`config.mk`:
```
export PLATFORM = sky130hd
export DESIGN_NAME = sio_tx
export DESIGN_NICKNAME = d
export VERILOG_FILES = /design/src/rtl/sio_tx_pkg.sv /design/src/rtl/sio_tx_edge.sv /design/src/rtl/sio_tx_div.sv /design/src/rtl/sio_tx.sv
export SDC_FILE = /design/constraint.sdc
export NUM_CORES = 1
export LEC_CHECK = 0
export BUFFER_PORTS_ARGS = -buffer_cell sky130_fd_sc_hd__buf_2
export CORE_MARGIN = 5
export CORE_UTILIZATION = 40
export DETAILED_ROUTE_END_ITERATION = 12
export MAX_ROUTING_LAYER = met4
export SLEW_MARGIN = 40
export SYNTH_ARGS = -nofsm -noshare
export SYNTH_HDL_FRONTEND = slang
export SYNTH_SLANG_ARGS = --single-unit
```
`constraint.sdc`:
```
create_clock -name clk -period 1.7 [get_ports clk]
set_clock_uncertainty 0.05 [all_clocks]
set_input_delay 0.085 -clock clk [delete_from_list [all_inputs] [get_ports clk]]
set_output_delay 0.085 -clock clk [all_outputs]
set_load 0.05 [all_outputs]
```
`src/rtl/sio_tx_pkg.sv`:
```
package sio_tx_pkg;

    localparam int CHAR_W = 8;
    localparam int BIT_W  = $clog2(CHAR_W);
    localparam logic [BIT_W-1:0] LAST_BIT = BIT_W'(CHAR_W - 1);

    typedef struct packed {
        logic [CHAR_W-1:0] shreg;
        logic [CHAR_W-1:0] hold;
        logic              hold_full;
        logic              busy;
        logic              xact;
        logic [BIT_W-1:0]  bitn;
        logic              txd;
        logic              sclk;
        logic              done;
        logic              flag;
        logic              urun;
    } tx_state_t;

endpackage

```
`src/rtl/sio_tx_edge.sv`:
```
module sio_tx_edge (
    input  logic clk,
    input  logic rst_n,
    input  logic pin_i,
    input  logic fall_sel,
    output logic active
);
    typedef struct packed {
        logic [2:0] sync;
        logic [2:0] vld;
    } edge_state_t;

    edge_state_t st_d, st_q;

    always_comb begin
        st_d      = st_q;
        st_d.sync = {st_q.sync[1:0], pin_i};
        st_d.vld  = {st_q.vld[1:0], 1'b1};
    end

    always_ff @(posedge clk or negedge rst_n) begin
        if (!rst_n) st_q <= '0;
        else        st_q <= st_d;
    end

    always_comb begin
        if (!st_q.vld[2])  active = 1'b0;
        else if (fall_sel) active = st_q.sync[2] & ~st_q.sync[1];
        else               active = st_q.sync[1] & ~st_q.sync[2];
    end
endmodule

```
`src/rtl/sio_tx_div.sv`:
```
module sio_tx_div #(
    parameter int HALF = 4
) (
    input  logic clk,
    input  logic rst_n,
    input  logic run,
    output logic tick
);
    localparam int CW = (HALF > 1) ? $clog2(HALF) : 1;
    localparam logic [CW-1:0] TOP = CW'(HALF - 1);

    logic [CW-1:0] cnt_d, cnt_q;

    always_comb begin
        if (!run)            cnt_d = '0;
        else if (cnt_q == TOP) cnt_d = '0;
        else                 cnt_d = cnt_q + 1'b1;
    end

    always_ff @(posedge clk or negedge rst_n) begin
        if (!rst_n) cnt_q <= '0;
        else        cnt_q <= cnt_d;
    end

    assign tick = run && (cnt_q == TOP);
endmodule

```
`src/rtl/sio_tx.sv`:
```
module sio_tx
    import sio_tx_pkg::*;
#(
    parameter int DIV_HALF = 4
) (
    input  logic              clk,
    input  logic              rst_n,
    input  logic              wr_en,
    input  logic [CHAR_W-1:0] wr_data,
    input  logic              clk_sel,
    input  logic              edge_sel,
    input  logic              sclk_i,
    output logic              sclk_o,
    output logic              sclk_oe,
    output logic              txd,
    output logic              done_pulse,
    output logic              done_flag,
    output logic              underrun
);
    tx_state_t st_d, st_q;
    logic      tick;
    logic      ext_act;
    logic      int_busy;

    sio_tx_div #(.HALF(DIV_HALF)) div_i (
        .clk   (clk),
        .rst_n (rst_n),
        .run   (clk_sel && st_q.busy),
        .tick  (tick)
    );

    sio_tx_edge edge_i (
        .clk      (clk),
        .rst_n    (rst_n),
        .pin_i    (sclk_i),
        .fall_sel (edge_sel),
        .active   (ext_act)
    );

    always_comb begin
        st_d      = st_q;
        st_d.done = 1'b0;
        if (clk_sel) begin
            // driven-clock mode
            if (!st_q.busy) begin
                if (wr_en) begin
                    st_d.busy  = 1'b1;
                    st_d.shreg = wr_data;
                    st_d.txd   = wr_data[0];
                    st_d.sclk  = 1'b0;
                    st_d.bitn  = '0;
                    st_d.flag  = 1'b0;
                    st_d.urun  = 1'b0;
                end
            end else if (tick) begin
                if (!st_q.sclk) begin
                    st_d.sclk = 1'b1;
                end else if (st_q.bitn == LAST_BIT) begin
                    st_d.busy = 1'b0;
                    st_d.txd  = 1'b1;
                    st_d.done = 1'b1;
                    st_d.flag = 1'b1;
                end else begin
                    st_d.bitn  = st_q.bitn + 1'b1;
                    st_d.shreg = st_q.shreg >> 1;
                    st_d.txd   = st_q.shreg[1];
                    st_d.sclk  = 1'b0;
                end
            end
        end else begin
            // external-clock mode
            st_d.sclk = 1'b1;
            if (ext_act) begin
                if (!st_q.xact) begin
                    if (st_q.hold_full) begin
                        st_d.shreg     = st_q.hold;
                        st_d.txd       = st_q.hold[0];
                        st_d.hold_full = 1'b0;
                        st_d.xact      = 1'b1;
                        st_d.bitn      = '0;
                    end else begin
                        st_d.txd  = 1'b1;
                        st_d.urun = 1'b1;
                    end
                end else begin
                    st_d.bitn  = st_q.bitn + 1'b1;
                    st_d.shreg = st_q.shreg >> 1;
                    st_d.txd   = st_q.shreg[1];
                    if (st_q.bitn == LAST_BIT - 1'b1) begin
                        st_d.xact = 1'b0;
                        st_d.done = 1'b1;
                        st_d.flag = 1'b1;
                    end
                end
            end
            if (wr_en) begin
                st_d.hold      = wr_data;
                st_d.hold_full = 1'b1;
                st_d.flag      = 1'b0;
                st_d.urun      = 1'b0;
            end
        end
    end

    always_ff @(posedge clk or negedge rst_n) begin
        if (!rst_n) begin
            st_q      <= '0;
            st_q.txd  <= 1'b1;
            st_q.sclk <= 1'b1;
        end else begin
            st_q <= st_d;
        end
    end

    assign int_busy   = st_q.busy;
    assign txd        = st_q.txd;
    assign sclk_o     = st_q.sclk;
    assign sclk_oe    = clk_sel;
    assign done_pulse = st_q.done;
    assign done_flag  = st_q.flag;
    assign underrun   = st_q.urun;
endmodule

```
==> impl_results.md, run 1 <==
- Worst setup EP type: register
- Layout cells sized above 1: 36.2%
- Cell variety after synth: 33
- Initial Util: 42.0%
- Mapped Nets: 167
- Pin count of the biggest net entering global routing: 35
- Synth Area in Adders: 3.65%
- Static leakage: 0.00102 µW
- DIE AREA: 5700 µm²
- CTS Buf Count: 5
- Chip height: 75.5 µm
- Detailed Routing Iterations Pass 1: 4
- Final min period: 1740 ps
- Nets: 206
- I/O Pins: 20
- Maxcap violations: 0
- Design Area, Final: 2130 µm²
- Hold Vio Cnt, Final: 0
- Final Non-Filler Cells: 238
- CTS HTree Levels: 2
- Area Growth Syn to Fin: 23.9%
- Antenna-violating nets left: 0
- CP Class: register to register
- Root Buffer: clkbuf_8
- Worst path slowest cell: or3b_4
- Sink Count: 34
- Fin util: 52.0%
- Worst VDD drop: 0.614 mV
- RSZ-0062 raised after global routing: yes
- Count of input and output buffers: 19
- Final WS setup: -40.5 ps
- # DRC: 0
- Mux cell area share after synthesis: 19.1%
- Tcrit/Tclk final: 102%
- Tot Pwr: 2330 µW
- CP max stage delay: 400 ps
- Worst Path Required: 1810 ps
- Mapped cell area: 1720 µm²
- Fmax achieved: 575 MHz
- WL/cell: 15.1 µm
- Vias in the first global route: 1,205
- Clock Latency Late Sink: 280 ps
- Crit path max fanout: 10
- CTS tree: done
- Via count: 1,229
- Cell family with most CP delay: simple AND/OR/NAND/NOR gates
- Initial antenna violation count: 0
- Drt first-iter violations: 56
- Post-synthesis simple-gate area fraction: 11.3%
- Post-synthesis compound-gate area fraction: 12.0%
- Final setup fails: 9
- Clock slew at reported path FFs: 70 ps
- Antenna cells: 0
- Sequential fraction of the synthesis area: 49.7%
- Detailed Route WL: 3600 µm
- Worst EP arrival: 1850 ps
- Crit path cell chain: or3b_4 -> a211oi_2 -> a21o_1 -> buf_12 -> mux2_4
- Num rows: 23
- Worst Path Buf+Inv: 1
- Commonest non-fill, non-tap cell in the layout: dfrtp_1
- Seq cells post-synth: 34
- Synth Warn #: 0
- Most frequent cells in the layout: dfrtp_1, buf_2, buf_4
- Vias per std cell: 5.16
- Global-route wire length before repair: 6010 µm
- Status: complete, but fails checks
- Core area: 4090 µm²
- Detailed Place HPWL: 2590 µm
- Startpoint types: register
- Clock tree buffer depth: 2
- Cell Area, Placed: 1950 µm²
- Grt ovf: 0
- HP Class: primary input to register
- GPL Wtd Cong: 0.885
- GRT Total Usage: 14.7%
- XOR/XNOR share of the synthesized area: 0%
- Placed Cells: 222
- Failing checks: setup timing
- PD cells: 1100 nW/µm²
- Mapped Cells: 148
- Die W: 75.5 µm
- Largest family of logic cells by synthesized area: multiplexers
- Final Max Slew Viols: 0
- Avg Synthesized Cell Area: 11.6 µm²
## worst register-to-register path, stage by stage (launching register included)
cell and delay, ps:
dfrtp_1 380, or3b_4 400, a211oi_2 190, a21o_1 150, buf_12 150, mux2_4 310
## per-stage QoR
step / worst slack (ps) / TNS, ps / hold slack [ps]
final: -40.5 / -253 / 6.45
after global routing: -95.1 / -857 / 0.695
after CTS: -43.1 / -278 / 0.446
after detailed placement: -39.4 / -292 / 144
after global placement: -13.2 / -115 / 145
after floorplan: 19.3 / 0 / -261
## where the power goes
group,internal (µW),switching (µW)
clock,325,292
sequential,976,107
combinational,342,286
total,1640,685
## final cells by class
| class | instances | area (µm²) |
|---|---|---|
| Multi-Input combinational cell | 101 | 803 |
| Clock buffer | 6 | 82.6 |
| Inverter | 4 | 15.0 |
| Clock inverter | 2 | 12.5 |
| Timing Repair Buffer | 41 | 293 |
| Fill cell | 354 | 1960 |
| Tap cell | 50 | 62.6 |
| Sequential cell | 34 | 857 |
## final timing paths
kind / depth (start not counted) / slack, ps / start / end
setup / recovery: 5 / -40 / edge_i.st_q[5] / st_q[24]
hold reg to reg: 0 / 300 / edge_i.st_d[2] / edge_i.st_q[2]
max in group asynchronous: 2 / 1030 / rst_n / sclk_o
setup reg to reg: 5 / -40 / edge_i.st_q[5] / st_q[24]
hold / removal: 2 / 6 / wr_data[6] / st_q[17]
min in group asynchronous: 2 / 230 / rst_n / st_q[8]
## logic make-up (layout without fill, tap and decap cells)
logic type,count (synthesis),count (layout)
AND/OR/NAND/NOR,36,36
flip-flops,34,34
AO/OA/AOI/OAI,32,32
multiplexers,27,27
buffers and inverters,13,53
adder cells (fa/ha/maj),5,5
other,1,1
## repair_timing
action,4_1_cts,5_1_grt
hold endpoints to repair,38,0
setup endpoints to repair,9,11
pin swaps,1,0
gates resized for setup,1,1
setup buffers,1,0
hold buffers,7,0
## state kept, by name, summed over array words and instances, names as in the netlist
| signal | flops |
|---|---|
| st_q | 20 |
| edge_i.st_d | 4 |
| div_i.cnt_q | 2 |
| edge_i.st_q | 2 |
| done_flag | 1 |
| done_pulse | 1 |
| int_busy | 1 |
| sclk_o | 1 |
| txd | 1 |
| underrun | 1 |
## cells in the mapped netlist, drive strengths merged
cell type | number | area [µm²]
nor2 | 8 | 30.0
nand3 | 5 | 25.0
o21ai | 3 | 18.8
dfstp | 2 | 52.6
nor3 | 1 | 5.00
mux2 | 19 | 248
conb | 1 | 3.75
nor2b | 9 | 56.3
nand3b | 1 | 7.51
and3 | 2 | 12.5
a21oi | 14 | 70.1
a31oi | 1 | 6.26
nand2 | 4 | 15.0
nand2b | 4 | 25.0
a211oi | 6 | 50.1
clkbuf | 2 | 7.51
a21o | 3 | 22.5
mux2i | 8 | 80.1
o22ai | 3 | 18.8
inv | 4 | 15.0
a2111oi | 1 | 8.76
ha | 5 | 62.6
a32o | 1 | 10.0
buf | 7 | 46.3
nand4 | 1 | 6.26
or3b | 1 | 11.3
dfrtp | 32 | 801
## routing by layer
metal  vias to the layer above  wire, µm  global-route usage, %
met5                         -         0                      -
met4                         0        29                   3.50
met3                         4       143                   3.96
met2                        23      1740                   22.8
met1                       600      1690                   19.1
li1                        602         -                      -
(Power assumes the default switching activity.)
==> run 2, diff against run 1 <==
--- a/config.mk
+++ b/config.mk
@@ -9,6 +9,7 @@
 export CORE_MARGIN = 5
 export CORE_UTILIZATION = 40
 export DETAILED_ROUTE_END_ITERATION = 12
+export HOLD_SLACK_MARGIN = 0.15
 export MAX_ROUTING_LAYER = met4
 export SLEW_MARGIN = 40
 export SYNTH_ARGS = -nofsm -noshare
==> run 2 against run 1 <==
Against the previous run: the flow still finishes with violations (setup timing); first-iteration DRC count rose by 1.8%; sequential share of layout area shrank 0.75 points; largest power group unchanged; routed wire length grew 0.50%; total power is 0.32% higher; count of clock-buffer cells in the layout did not move; critical path type unchanged; critical path depth did not move; worst setup slack about the same.
==> impl_results.md, run 2 (synthesis gave the netlist of run 1 again) <==
- Status: complete, but fails checks
- Failing checks: setup timing
- Tot Pwr: 2340 µW (+0.32%)
- Final WS setup: -40.2 ps (+0.288 ps)
- Detailed Route WL: 3620 µm (+0.50%)
- Antenna-violating nets left: 0 (unchanged)
- CTS tree: done
- Tcrit/Tclk final: 102% (about the same)
- Vias in the first global route: 1,212 (+0.58%)
- Via count: 1,243 (+1.1%)
- GPL Wtd Cong: 0.885 (unchanged)
- Crit path cell chain: or3b_4 -> a211oi_2 -> a21o_1 -> buf_12 -> mux2_4
- Sequential Power Share: 46.4% (about the same)
- Worst setup EP type: register
- Area Growth Syn to Fin: 26.3%
- Drt first-iter violations: 57 (+1.8%)
- Most frequent cells in the layout: dfrtp_1, buf_2, buf_4
- Grt ovf: 0 (unchanged)
- RSZ-0062 raised after global routing: yes
- CTS Buf Count: 5 (unchanged)
- Global-route wire length before repair: 6040 µm (+0.47%)
- Detailed Routing Iterations Pass 1: 4 (unchanged)
- Startpoint types: register
- Max reg flops: 20 (unchanged)
- Cell family with most CP delay: simple AND/OR/NAND/NOR gates
- HP Class: primary input to register
- Met3 GRT Util: 3.96% (unchanged)
- Final min period: 1740 ps (-0.288 ps)
- Detailed Place HPWL: 2590 µm (unchanged)
- Worst EP arrival: 1850 ps (about the same)
- Switching pwr: 687 µW (+0.21%)
- Met2 track demand over resource: 22.8% (unchanged)
- PD cells: 1080 nW/µm² (-1.5%)
- Pin count of the biggest net entering global routing: 35 (unchanged)
- Num rows: 23 (unchanged)
- DIE AREA: 5700 µm² (unchanged)
- CP max stage delay: 400 ps (about the same)
- Final setup fails: 9 (unchanged)
- Worst Path Buf+Inv: 1 (unchanged)
- Chip height: 75.5 µm (unchanged)
- Switching portion of total power: 29.4% (-0.032 points)
- Core area: 4090 µm² (unchanged)
- Final Max Slew Viols: 0 (unchanged)
- Count of input and output buffers: 19 (unchanged)
- # DRC: 0 (unchanged)
- Sink Count: 34 (unchanged)
- Commonest non-fill, non-tap cell in the layout: dfrtp_1
- Layout cells sized above 1: 35.4% (-0.75 points)
- Clock power share: 26.5% (about the same)
- WL/cell: 14.9 µm (-1.2%)
- CP Class: register to register
- Crit path max fanout: 10 (unchanged)
- Worst Path Required: 1810 ps (about the same)
- Worst path slowest cell: or3b_4
- Comb pwr share: 27.2% (+0.2 points)
- Clock tree buffer depth: 2 (unchanged)
- Initial antenna violation count: 0 (unchanged)
- CTS HTree Levels: 2 (unchanged)
- Hold Vio Cnt, Final: 0 (unchanged)
- GRT Total Usage: 14.7% (+0.057 points)
- I/O Pins: 20 (unchanged)
- Met1 usage: 19.3% (+0.17 points)
- Largest reg by FF count: st_q
- Grt peak-use layer: met2
- WHS: 208 ps (+201 ps)
- Internal power: 1650 µW (+0.36%)
- Clock Latency Late Sink: 280 ps (about the same)
- Clock slew at reported path FFs: 70 ps (about the same)
- Maxcap violations: 0 (unchanged)
- Nets: 210 (+1.9%)
- Worst VDD drop: 0.614 mV (about the same)
- Vias per std cell: 5.14 (-0.53%)
- Antenna cells: 0 (unchanged)
- Static leakage: 0.00104 µW (+1.6%)
- Initial Util: 42.0% (unchanged)
- Fmax achieved: 575 MHz (about the same)
- Root Buffer: clkbuf_8
- Die W: 75.5 µm (unchanged)
run 2: final timing paths:
kind | from | end | slack [ps] | depth (start not counted)
max reg2reg | edge_i.st_q[5] | st_q[24] | -40 | 5
min in group asynchronous | rst_n | st_q[8] | 230 | 2
max | edge_i.st_q[5] | st_q[24] | -40 | 5
max in group asynchronous | rst_n | sclk_o | 1030 | 2
min | clk_sel | txd | 210 | 3
min reg2reg | edge_i.st_d[2] | edge_i.st_q[2] | 300 | 0
run 2: final cells by class:
class                      count  area, µm²
fill                         350       1920
sequential                    34        857
multi-input combinational    101        803
timing repair buffer          45        333
clock buffer                   6       82.6
tap                           50       62.6
inverter                       4       15.0
clock inverter                 2       12.5
run 2: worst register-to-register path, delay by kind of cell, from the launching register on:
| kind | cells | cell delay [ps] |
|---|---|---|
| AOI/OAI and AO/OA | 2 | 340 |
| DFF | 1 | 380 |
| and+or+nand+nor | 1 | 400 |
| muxes | 1 | 310 |
| buffers and inverters | 1 | 150 |
run 2: per-stage QoR:
step | worst slack [ps] | setup TNS, ps | instance area [µm²] | std cells | util [%]
floorplan | 19.3 | 0 | 1720 | 148 | -
global placement | -13.2 | -115 | 1950 | 222 | 47.6
detailed placement | -39.4 | -292 | 1950 | 222 | 47.6
CTS | -43.1 | -278 | 2160 | 242 | 52.9
global route | -95.1 | -857 | 2170 | 242 | 53.0
finish | -40.2 | -252 | 2170 | 242 | 53.0
run 2: what timing repair did:
| action | CTS | global route |
|---|---|---|
| pin swaps | 1 | 0 |
| buffers inserted | 1 | 0 |
| hold endpoints to repair | 44 | 0 |
| hold buffers | 11 | 0 |
| gates resized for setup | 1 | 1 |
| setup endpoints to repair | 9 | 11 |
run 2: layer usage:
| layer | part of all wire (%) | wire (µm) | up-vias |
|---|---|---|---|
| li1 | - | - | 610 |
| met1 | 47 | 1710 | 606 |
| met2 | 48 | 1740 | 23 |
| met3 | 4.0 | 144 | 4 |
| met4 | 0.80 | 29 | 0 |
| met5 | 0 | 0 | - |
run 2: power by group through the flow:
stage                     combinational (µW)  clock [µW]  sequential [µW]
after floorplan                          390           0             1130
after global placement                   598           0             1080
after detailed placement                 619           0             1090
after CTS                                641         643             1080
after global routing                     698         683             1100
final                                    635         618             1080
==> run 3, diff against run 2 <==
--- a/config.mk
+++ b/config.mk
@@ -6,7 +6,7 @@
 export NUM_CORES = 1
 export LEC_CHECK = 0
 export BUFFER_PORTS_ARGS = -buffer_cell sky130_fd_sc_hd__buf_2
-export CORE_MARGIN = 5
+export CORE_MARGIN = 2
 export CORE_UTILIZATION = 40
 export DETAILED_ROUTE_END_ITERATION = 12
 export HOLD_SLACK_MARGIN = 0.15
==> run 3 against run 2 <==
Against the previous run: hold slack better by 24 ps; total power down 3.7%; count of clock-buffer cells in the layout down 1; cell count down 1.7%; non-clock buffer count down 3; the flow still finishes with violations (setup timing); die area down 15%.
==> impl_results.md, run 3 (synthesis gave the netlist of run 1 again) <==
- GRT Total Usage: 15.2% (+0.50 points)
- Detailed Route WL: 3320 µm (-8.2%)
- Dpl ws: -39.5 ps (-0.148 ps)
- Crit path cell chain: or3b_4 -> a211oi_2 -> a21o_1 -> buf_12 -> mux2_4
- Static leakage: 0.00102 µW (-1.9%)
- Core area: 4060 µm² (-0.70%)
- CTS Buf Count: 5 (unchanged)
- Global-route wire length before repair: 5550 µm (-8.0%)
- Chip height: 69.5 µm (-7.9%)
- CP max stage delay: 400 ps (about the same)
- Clock tree buffer depth: 2 (unchanged)
- Initial antenna violation count: 0 (unchanged)
- Most frequent cells in the layout: dfrtp_1, buf_2, a21oi_1
- Commonest non-fill, non-tap cell in the layout: dfrtp_1
- Flop2flop setup slack: -40 ps (about the same)
- Sink Count: 34 (unchanged)
- Fillers: 380 (+8.6%)
- Clock slew at reported path FFs: 70 ps (about the same)
- Hold Vio Cnt, Final: 0 (unchanged)
- HP Class: primary input to asynchronous set/reset pin
- Worst R2R End: st_q[6]
- Crit path max fanout: 10 (unchanged)
- Antenna-violating nets left: 0 (unchanged)
- Count of input and output buffers: 19 (unchanged)
- Initial Util: 42.3% (+0.30 points)
- CTS HTree Levels: 2 (unchanged)
- Final WS setup: -41.5 ps (-1.29 ps)
- Nets: 207 (-1.4%)
- Maxcap violations: 0 (unchanged)
- Max reg flops: 20 (unchanged)
- Fin util: 52.6% (-0.40 points)
- Clock Latency Late Sink: 290 ps (about the same)
- GPL Wtd Cong: 0.788 (-11%)
- Via count: 1,233 (-0.80%)
- Final Non-Filler Cells: 238 (-1.7%)
- Vias per std cell: 5.18 (+0.86%)
- # DRC: 0 (unchanged)
- Worst Path Required: 1820 ps (about the same)
- R2R cell count: 5 (unchanged)
- Die W: 69.5 µm (-7.9%)
- Grt ovf: 0 (unchanged)
- Vias in the first global route: 1,165 (-3.9%)
- Pin count of the biggest net entering global routing: 35 (unchanged)
- TNS Setup: -245 ps (+6.90 ps)
- Fmax achieved: 574 MHz (about the same)
- Tcrit/Tclk final: 102% (about the same)
- CP Class: register to register
- Critical R2R Launch: edge_i.st_q[5]
- Placed Cells: 219 (-1.4%)
- Status: complete, but fails checks
- Final Max Slew Viols: 0 (unchanged)
- Antenna cells: 0 (unchanged)
- CTS tree: done
- Largest reg by FF count: st_q
- Drt first-iter violations: 74 (+30%)
- I/O Pins: 20 (unchanged)
- Worst VDD drop: 0.538 mV (-12%)
- Worst path slowest cell: or3b_4
- Area Growth Syn to Fin: 24.4%
- Final setup fails: 9 (unchanged)
- Startpoint types: register
- Num rows: 23 (unchanged)
- Worst setup EP type: register
- DIE AREA: 4830 µm² (-15%)
- WL/cell: 13.9 µm (-6.6%)
- PD cells: 1050 nW/µm² (-2.3%)
- Root Buffer: clkbuf_8
- Worst EP arrival: 1860 ps (about the same)
- Final min period: 1740 ps (+1.29 ps)
- RSZ-0062 raised after global routing: yes
- Failing checks: setup timing
- Detailed Place HPWL: 2270 µm (-12%)
- Layout cells sized above 1: 35.1% (-0.31 points)
- Detailed Routing Iterations Pass 1: 4 (unchanged)
run 3: changes by cell type in the layout (fill, tap and decap cells not counted), sizes merged:
| cell | previous run | this run |
|---|---|---|
| clkbuf | 6 | 5 |
| clkinv | 1 | 2 |
| clkinvlp | 1 | 0 |
| buf | 34 | 31 |
run 3: cell type report:
| cell class | instances | area (µm²) | share of cell area (%) |
|---|---|---|---|
| inverter | 4 | 15.0 | 0.703 |
| clock inverter | 2 | 10.0 | 0.469 |
| clock buffer | 5 | 68.8 | 3.22 |
| sequential | 34 | 857 | 40.2 |
| tap | 50 | 62.6 | 2.93 |
| timing repair buffer | 42 | 310 | 14.5 |
| multi-input combinational | 101 | 811 | 38.0 |
run 3: per-stage QoR:
stage / hold WS (ps) / power (µW) / instance area, µm²
2_1_floorplan: -261 / 1520 / 1720
3_3_place_gp: 145 / 1670 / 1920
3_5_place_dp: 146 / 1690 / 1920
4_1_cts: 242 / 2270 / 2120
5_1_grt: 254 / 2400 / 2130
6_report: 232 / 2250 / 2130
run 3: worst max path at each step:
stage | endpoint | cells after the start | slack, ps | from
floorplan | st_q[21] | 5 | 20 | sclk_o
global route | st_q[6] | 5 | -70 | edge_i.st_q[5]
detailed placement | st_q[6] | 6 | -40 | st_q[5]
global placement | st_q[26] | 6 | -10 | st_q[5]
finish | st_q[6] | 5 | -40 | edge_i.st_q[5]
CTS | st_q[6] | 5 | -40 | edge_i.st_q[5]
run 3: worst max-delay path, delay by kind of cell (launching register included):
kind | cells | cell delay [ps]
AND/OR/NAND/NOR | 1 | 400
flip-flops | 1 | 370
AO/OA/AOI/OAI | 2 | 350
multiplexers | 1 | 300
buffers and inverters | 1 | 150
run 3: what timing repair did:
action                                  in CTS  in global routing
buffers inserted                             1                  0
endpoints found under the setup margin       9                 12
resized for setup                            1                  4
hold buffers                                11                  0
endpoints found under the hold margin       46                  0
pin swaps                                    1                  0
run 3: where the power goes:
group / total, µW / switching [µW] / internal, µW
logic: 622 / 279 / 343
clock network: 552 / 278 / 274
registers: 1080 / 99.9 / 976
total: 2250 / 657 / 1590
run 3: layer usage:
| layer | GRT usage [%] | routed length (µm) |
|---|---|---|
| met1 | 20.1 | 1590 |
| met2 | 21.5 | 1470 |
| met3 | 4.80 | 187 |
| met4 | 6.54 | 66 |
| met5 | - | 0 |
